===== config.mk =====
export PLATFORM = sky130hd
export DESIGN_NAME = pvm_seq
export DESIGN_NICKNAME = d
export VERILOG_FILES = /design/src/rtl/pvm_pkg.sv /design/src/rtl/pvm_operand.sv /design/src/rtl/pvm_ctrl.sv /design/src/rtl/pvm_seq.sv
export SDC_FILE = /design/constraint.sdc
export NUM_CORES = 1
export LEC_CHECK = 0
export ABC_AREA = 1
export CAP_MARGIN = 10
export CORE_AREA = 2 2 113 115
export CTS_CLUSTER_SIZE = 30
export DETAILED_ROUTE_END_ITERATION = 16
export DIE_AREA = 0 0 115 117
export DONT_BUFFER_PORTS = 1
export HOLD_SLACK_MARGIN = 0.08
export PLACE_DENSITY = 0.43
export SLEW_MARGIN = 20
export SYNTH_ARGS = -nofsm -noshare
export SYNTH_HDL_FRONTEND = slang
export SYNTH_HIERARCHICAL = 1
export SYNTH_SLANG_ARGS = --single-unit

===== constraint.sdc =====
create_clock -name clk -period 2.11 [get_ports clk]
set_input_delay 0.1055 -clock clk [delete_from_list [all_inputs] [get_ports clk]]
set_output_delay 0.1055 -clock clk [all_outputs]
set_load 0.02 [all_outputs]

===== src/rtl/pvm_pkg.sv =====
package pvm_pkg;

    typedef enum logic [1:0] {
        ST_IDLE = 2'd0,
        ST_RUN  = 2'd1,
        ST_ONE  = 2'd2,
        ST_FIN  = 2'd3
    } pvm_state_e;

    typedef enum logic [1:0] {
        ACT_END      = 2'd0,
        ACT_SKIP_SRC = 2'd1,
        ACT_SKIP_DST = 2'd2,
        ACT_MOVE     = 2'd3
    } pvm_act_e;

    typedef struct packed {
        logic load;
        logic adv_src;
        logic adv_dst;
        logic wr_en;
        logic done;
    } pvm_ctl_t;

    // Source skipping outranks destination skipping; ending outranks both.
    function automatic pvm_act_e pick_action(
        input logic ended,
        input logic s_vec,
        input logic s_bit,
        input logic d_vec,
        input logic d_bit
    );
        if (ended)               return ACT_END;
        else if (s_vec && !s_bit) return ACT_SKIP_SRC;
        else if (d_vec && !d_bit) return ACT_SKIP_DST;
        else                     return ACT_MOVE;
    endfunction

endpackage


===== src/rtl/pvm_operand.sv =====
module pvm_operand #(
    parameter int unsigned IDXW  = 5,
    parameter int unsigned MAXVL = 16,
    parameter int unsigned CW    = 5
) (
    input  logic             clk,
    input  logic             rst,
    input  logic             load,
    input  logic             adv,
    input  logic             vec_in,
    input  logic [IDXW-1:0]  reg_in,
    input  logic [IDXW-1:0]  base_in,
    input  logic [MAXVL-1:0] mask_in,
    input  logic [CW-1:0]    vl_q,
    output logic             is_vec,
    output logic [IDXW-1:0]  idx_out,
    output logic             mask_bit,
    output logic             at_end
);
    localparam int unsigned MW = $clog2(MAXVL);

    logic             vec_q;
    logic [IDXW-1:0]  eff_q;
    logic [MAXVL-1:0] mask_q;
    logic [CW-1:0]    cnt_q;

    always_ff @(posedge clk) begin
        if (rst) begin
            vec_q  <= 1'b0;
            eff_q  <= '0;
            mask_q <= '0;
            cnt_q  <= '0;
        end else if (load) begin
            vec_q  <= vec_in;
            eff_q  <= vec_in ? base_in : reg_in;
            mask_q <= mask_in;
            cnt_q  <= '0;
        end else if (adv) begin
            cnt_q  <= cnt_q + CW'(1);
        end
    end

    assign is_vec   = vec_q;
    assign idx_out  = eff_q + (vec_q ? IDXW'(cnt_q) : '0);
    assign mask_bit = (cnt_q < CW'(MAXVL)) ? mask_q[cnt_q[MW-1:0]] : 1'b0;
    assign at_end   = (cnt_q >= vl_q);

    // a scalar operand's counter never leaves zero
    p_scalar_cnt_r6: assert property (@(posedge clk) disable iff (rst)
        !vec_q |-> (cnt_q == '0));

    // a counter only advances while still below the length
    p_cnt_bound_r7: assert property (@(posedge clk) disable iff (rst)
        (adv && !load) |-> (cnt_q < vl_q));

endmodule


===== src/rtl/pvm_ctrl.sv =====
module pvm_ctrl
    import pvm_pkg::*;
(
    input  logic clk,
    input  logic rst,
    input  logic start,
    input  logic start_scalar,
    input  logic ended,
    input  logic src_vec,
    input  logic dst_vec,
    input  logic src_bit,
    input  logic dst_bit,
    output logic load,
    output logic adv_src,
    output logic adv_dst,
    output logic wr_en,
    output logic done,
    output logic busy
);
    pvm_state_e state_q, state_d;
    pvm_act_e   act;
    pvm_ctl_t   ctl;

    always_comb begin
        ctl     = '0;
        state_d = state_q;
        act     = pick_action(ended, src_vec, src_bit, dst_vec, dst_bit);
        case (state_q)
            ST_IDLE: begin
                if (start) begin
                    ctl.load = 1'b1;
                    state_d  = start_scalar ? ST_ONE : ST_RUN;
                end
            end
            ST_RUN: begin
                case (act)
                    ACT_END: begin
                        ctl.done = 1'b1;
                        state_d  = ST_IDLE;
                    end
                    ACT_SKIP_SRC: ctl.adv_src = 1'b1;
                    ACT_SKIP_DST: ctl.adv_dst = 1'b1;
                    ACT_MOVE: begin
                        ctl.wr_en   = 1'b1;
                        ctl.adv_src = src_vec;
                        ctl.adv_dst = dst_vec;
                    end
                    default: ctl = '0;
                endcase
            end
            ST_ONE: begin
                ctl.wr_en = 1'b1;
                state_d   = ST_FIN;
            end
            ST_FIN: begin
                ctl.done = 1'b1;
                state_d  = ST_IDLE;
            end
            default: state_d = ST_IDLE;
        endcase
    end

    always_ff @(posedge clk) begin
        if (rst) state_q <= ST_IDLE;
        else     state_q <= state_d;
    end

    assign load    = ctl.load;
    assign adv_src = ctl.adv_src;
    assign adv_dst = ctl.adv_dst;
    assign wr_en   = ctl.wr_en;
    assign done    = ctl.done;
    assign busy    = (state_q != ST_IDLE);

    // completion carries no write and is followed by idle
    p_done_quiet_r7: assert property (@(posedge clk) disable iff (rst)
        done |-> !wr_en);
    p_done_idle_r7: assert property (@(posedge clk) disable iff (rst)
        done |=> !busy);

    // one action per cycle at most
    p_one_action_r5: assert property (@(posedge clk) disable iff (rst)
        $onehot0({wr_en, adv_src && !wr_en, adv_dst && !wr_en, done}));

    // a running sequence is not broken off by start
    p_busy_hold_r1: assert property (@(posedge clk) disable iff (rst)
        (busy && !done) |=> busy);
    p_write_busy_r1: assert property (@(posedge clk) disable iff (rst)
        wr_en |-> busy);

endmodule


===== src/rtl/pvm_seq.sv =====
module pvm_seq #(
    parameter int unsigned NREG  = 32,
    parameter int unsigned MAXVL = 16,
    parameter int unsigned VLW   = 8,
    localparam int unsigned IDXW = $clog2(NREG),
    localparam int unsigned CW   = $clog2(MAXVL + 1)
) (
    input  logic             clk,
    input  logic             rst,
    input  logic             start,
    input  logic [VLW-1:0]   vl,
    input  logic             src_vec,
    input  logic             dst_vec,
    input  logic [IDXW-1:0]  src_reg,
    input  logic [IDXW-1:0]  dst_reg,
    input  logic [IDXW-1:0]  src_base,
    input  logic [IDXW-1:0]  dst_base,
    input  logic [MAXVL-1:0] src_mask,
    input  logic [MAXVL-1:0] dst_mask,
    output logic             busy,
    output logic [IDXW-1:0]  rd_idx,
    output logic [IDXW-1:0]  wr_idx,
    output logic             wr_en,
    output logic             done
);
    // side 0 = source, side 1 = destination
    logic [1:0]       vec_in_a, adv_a, vec_q_a, bit_a, end_a;
    logic [IDXW-1:0]  reg_a  [2];
    logic [IDXW-1:0]  base_a [2];
    logic [MAXVL-1:0] mask_a [2];
    logic [IDXW-1:0]  idx_a  [2];
    logic [CW-1:0]    vl_q, vl_clamped;
    logic             load;

    assign vl_clamped = (vl > VLW'(MAXVL)) ? CW'(MAXVL) : vl[CW-1:0];

    always_ff @(posedge clk) begin
        if (rst)       vl_q <= '0;
        else if (load) vl_q <= vl_clamped;
    end

    assign vec_in_a  = {dst_vec, src_vec};
    assign reg_a[0]  = src_reg;
    assign reg_a[1]  = dst_reg;
    assign base_a[0] = src_base;
    assign base_a[1] = dst_base;
    assign mask_a[0] = src_mask;
    assign mask_a[1] = dst_mask;

    for (genvar s = 0; s < 2; s++) begin : g_side
        pvm_operand #(.IDXW(IDXW), .MAXVL(MAXVL), .CW(CW)) u_opnd (
            .clk     (clk),
            .rst     (rst),
            .load    (load),
            .adv     (adv_a[s]),
            .vec_in  (vec_in_a[s]),
            .reg_in  (reg_a[s]),
            .base_in (base_a[s]),
            .mask_in (mask_a[s]),
            .vl_q    (vl_q),
            .is_vec  (vec_q_a[s]),
            .idx_out (idx_a[s]),
            .mask_bit(bit_a[s]),
            .at_end  (end_a[s])
        );
    end

    pvm_ctrl u_ctrl (
        .clk         (clk),
        .rst         (rst),
        .start       (start),
        .start_scalar(!src_vec && !dst_vec),
        .ended       (end_a[0] || end_a[1]),
        .src_vec     (vec_q_a[0]),
        .dst_vec     (vec_q_a[1]),
        .src_bit     (bit_a[0]),
        .dst_bit     (bit_a[1]),
        .load        (load),
        .adv_src     (adv_a[0]),
        .adv_dst     (adv_a[1]),
        .wr_en       (wr_en),
        .done        (done),
        .busy        (busy)
    );

    assign rd_idx = idx_a[0];
    assign wr_idx = idx_a[1];

    // a move from a vector source always lands on a set mask bit
    p_move_on_set_bit_r4: assert property (@(posedge clk) disable iff (rst)
        (wr_en && vec_q_a[0]) |-> bit_a[0]);

    // a move into a vector destination always lands on a set mask bit
    p_dst_on_set_bit_r5: assert property (@(posedge clk) disable iff (rst)
        (wr_en && vec_q_a[1]) |-> bit_a[1]);

    // a scalar source issues its fixed register while writing
    p_scalar_src_r2: assert property (@(posedge clk) disable iff (rst)
        (wr_en && busy && $stable(busy) && !vec_q_a[0]) |-> $stable(rd_idx) || $past(load));

endmodule


==> flow_summary.ini <==
[drt]
vias_per_cell = 4.58
antenna_left = 0
post_drt_wl_per_cell_um = 13.0
firstDrtPassIters = 4
routed_wl_mm = 9.75
drt_iter0_markers = 118
via_count = 3426
drc_errors = 0

[pwr]
power_uw = 4150
ir_worst_vdd_mv = 0.454
leakage_uw = 0.00230
power_per_cell_area_nw_per_um2 = 777

[run_status]
violations = setup timing
outcome = complete, but fails checks

[placement]
port_buffers = 0
hpwl_mm = 6.71
place.gp.congestion = 0.798

[grt]
grt_pass1_wl_mm = 16.0
grt.total_usage = 0.154
grt_max_degree = 28
antenna_found_initial = 0
overflow = 0
grt_pass1_vias = 3405

[critical_path]
reg2reg_depth = 13
crit_fanout = 3
crit_path_end_kind = output port
crit_chain = inv_2, ha_4, a21oi_2, o21a_1, o311ai_1, or2_4, nor2_4, nand3_2, a21oi_2, buf_4
critPathMostFrequentCell = a21oi_2
rr_endpoint = g_side[0].u_opnd/cnt_q[4]
critical-path-slowest-cell = dfxtp_2
rrSetupSlack_ps = 0
max_stage_delay_ps = 350
start_kind = flop
crit_arrival_ps = 2040
critPathRequiredTime_ps = 2000
critPathKind = reg -> out
r2r-start = vl_q[2]

[timing]
rsz0062_at_grt = yes
final.setup.worst_slack_ps = -35.3
max_freq_mhz = 466
final.period_utilization = 1.02
hold_viol = 0
min_period_ps = 2150
relSlewSlack = 0.727
fin_worst_skew_ps = 7.65
drv_slew = 0
setup_viol = 2
worst_slew_pin_slew_ps = 410

[hold_path]
hold_path.class = in -> reg
min_to = g_side[1].u_opnd/mask_q[7]
hp-start = rst
hold_depth = 3

[clock_network]
worstSkewPairLatency_ps = 340
cts_sinks = 61
cts-root-buf = clkbuf_16
htree_levels = 3
clk_pin_slew_ps = 50
cts_tree = built
clockBufferDepth = 2
cts-buffers-inserted = 9

[logic_synthesis]
yosysSeqAreaShare = 0.337
syn_nets = 577
ys_seq_elements = 61
synth_area_um2 = 3630
synth-async-reset-ratio = 0
synth.distinct_cells = 40
synth_area_per_cell_um2 = 7.48
synth_cells = 485
synth-edff-count = 0
yosysWarnings = 6
synth_flop_cell = dfxtp_1

[floorplanning]
die_y_um = 117
row_count = 41
start_util = 0.295
core-area_um2 = 12300
die_width_um = 115
dieArea_um2 = 13500
design.portCount = 78

[layout]
final_cell_mix = inv_1 (77), dlygate4sd3_1 (67), nand2_1 (64), nand3_1 (59), dfxtp_1 (52)
finish.utilization = 0.434
layout_commonest_cell = inv_1
num-nets-final = 685
num_antenna_cells = 0
drive_gt1_frac = 0.283
syn2layout_area_growth_pct = 47.1

[run]
drv_cap = 0
## critical path, delay by kind of cell, from the launching register on
| kind | cells | cell delay (ps) |
|---|---|---|
| compound gates | 4 | 460 |
| fa+ha+maj | 1 | 240 |
| buf+inv | 2 | 200 |
| flops | 1 | 350 |
| simple gates | 3 | 440 |
## state kept, by name (all words and copies together), names as in the netlist
signal	flops
g_side.u_opnd/cnt_q	10
g_side.u_opnd/eff_q	10
g_side.u_opnd/is_vec	2
g_side.u_opnd/mask_q	32
u_ctrl/state_q	2
vl_q	5
## logic make-up (layout without fill, tap and decap cells)
group | Yosys count | after routing | share of synthesized area
adders and majority gates | 27 | 27 | 0.0972
xor gates and xnor gates | 8 | 8 | 0.0193
buffers and inverters | 108 | 221 | 0.129
AOI/OAI and AO/OA | 85 | 85 | 0.167
and+or+nand+nor | 196 | 196 | 0.251
DFF | 61 | 61 | 0.337
## power by group
part	switching [µW]	internal, µW	total (µW)
logic	713	511	1220
clock network	521	1010	1530
registers	80.3	1310	1390
total	1310	2830	4150
## repair_timing
| action | in CTS | in global routing |
|---|---|---|
| endpoints found under the setup margin | 15 | 15 |
| gates resized for setup | 46 | 41 |
| cloned | 0 | 0 |
| hold endpoints to repair | 54 | 0 |
| buffers inserted | 7 | 3 |
| pin swaps | 23 | 20 |
| hold buffers | 67 | 0 |
## final cells by class
type	instances	area [µm²]
clock inverters	3	42.5
inverters	95	364
clock buffers	13	270
multi-input cells	316	2220
fillers	1263	6970
repair buffers	110	1020
well taps	150	188
flip-flops and latches	61	1230
## metal layers
metal | share of wire | vias to the layer above | global-route usage
met5 | 0 | - | 0
met3 | 0.051 | 7 | 0.0520
met2 | 0.47 | 70 | 0.245
met4 | 0.010 | 0 | 0.0538
met1 | 0.47 | 1557 | 0.195
li1 | - | 1792 | -
## how the worst max path moves through the flow
stage                              startpoint                         to  slack (ps)  depth (start not counted)
global route        g_side[1].u_opnd/cnt_q[0]  g_side[0].u_opnd/cnt_q[4]        -130                         16
global placement                      vl_q[4]  g_side[0].u_opnd/cnt_q[4]        -130                         13
CTS                                   vl_q[4]                      wr_en         -90                         10
finish                                vl_q[2]                      wr_en         -40                         10
floorplan                             vl_q[4]  g_side[0].u_opnd/cnt_q[4]           9                         13
detailed placement                    vl_q[4]  g_side[0].u_opnd/cnt_q[4]        -220                         13
## cells in the mapped netlist (2+ instances only)
cell | count | area, µm²
a21oi_1 | 21 | 105
a31oi_1 | 2 | 12.5
buf_2 | 3 | 15.0
buf_6 | 7 | 78.8
clkbuf_1 | 2 | 7.51
dfxtp_1 | 61 | 1220
fa_1 | 2 | 40.0
ha_1 | 25 | 313
inv_1 | 88 | 330
inv_2 | 5 | 18.8
nand2_1 | 71 | 267
nand2_2 | 3 | 18.8
nand3_1 | 66 | 330
nand4_1 | 2 | 12.5
nor2_1 | 39 | 146
nor2_2 | 2 | 12.5
nor3_1 | 2 | 10.0
nor3_4 | 2 | 32.5
nor4_1 | 2 | 12.5
o21a_1 | 3 | 22.5
o21ai_0 | 23 | 115
o21ai_1 | 2 | 10.0
o21ai_2 | 20 | 175
o311ai_0 | 2 | 17.5
o31ai_1 | 4 | 30.0
o32ai_2 | 6 | 97.6
xnor2_1 | 2 | 17.5
xor2_1 | 6 | 52.6
## per-stage QoR
step / hold WS [ps] / area, µm² / setup TNS [ps] / worst slack (ps) / cells
finish: 95.3 / 5340 / -58.6 / -35.3 / 748
global route: 130 / 5340 / -638 / -129 / 748
CTS: 88.8 / 5170 / -108 / -86.5 / 745
detailed placement: 255 / 3980 / -973 / -222 / 655
global placement: 255 / 3980 / -358 / -132 / 655
floorplan: 244 / 3650 / 0 / 8.78 / 485
Note: power is estimated with default switching activity, not from simulation.
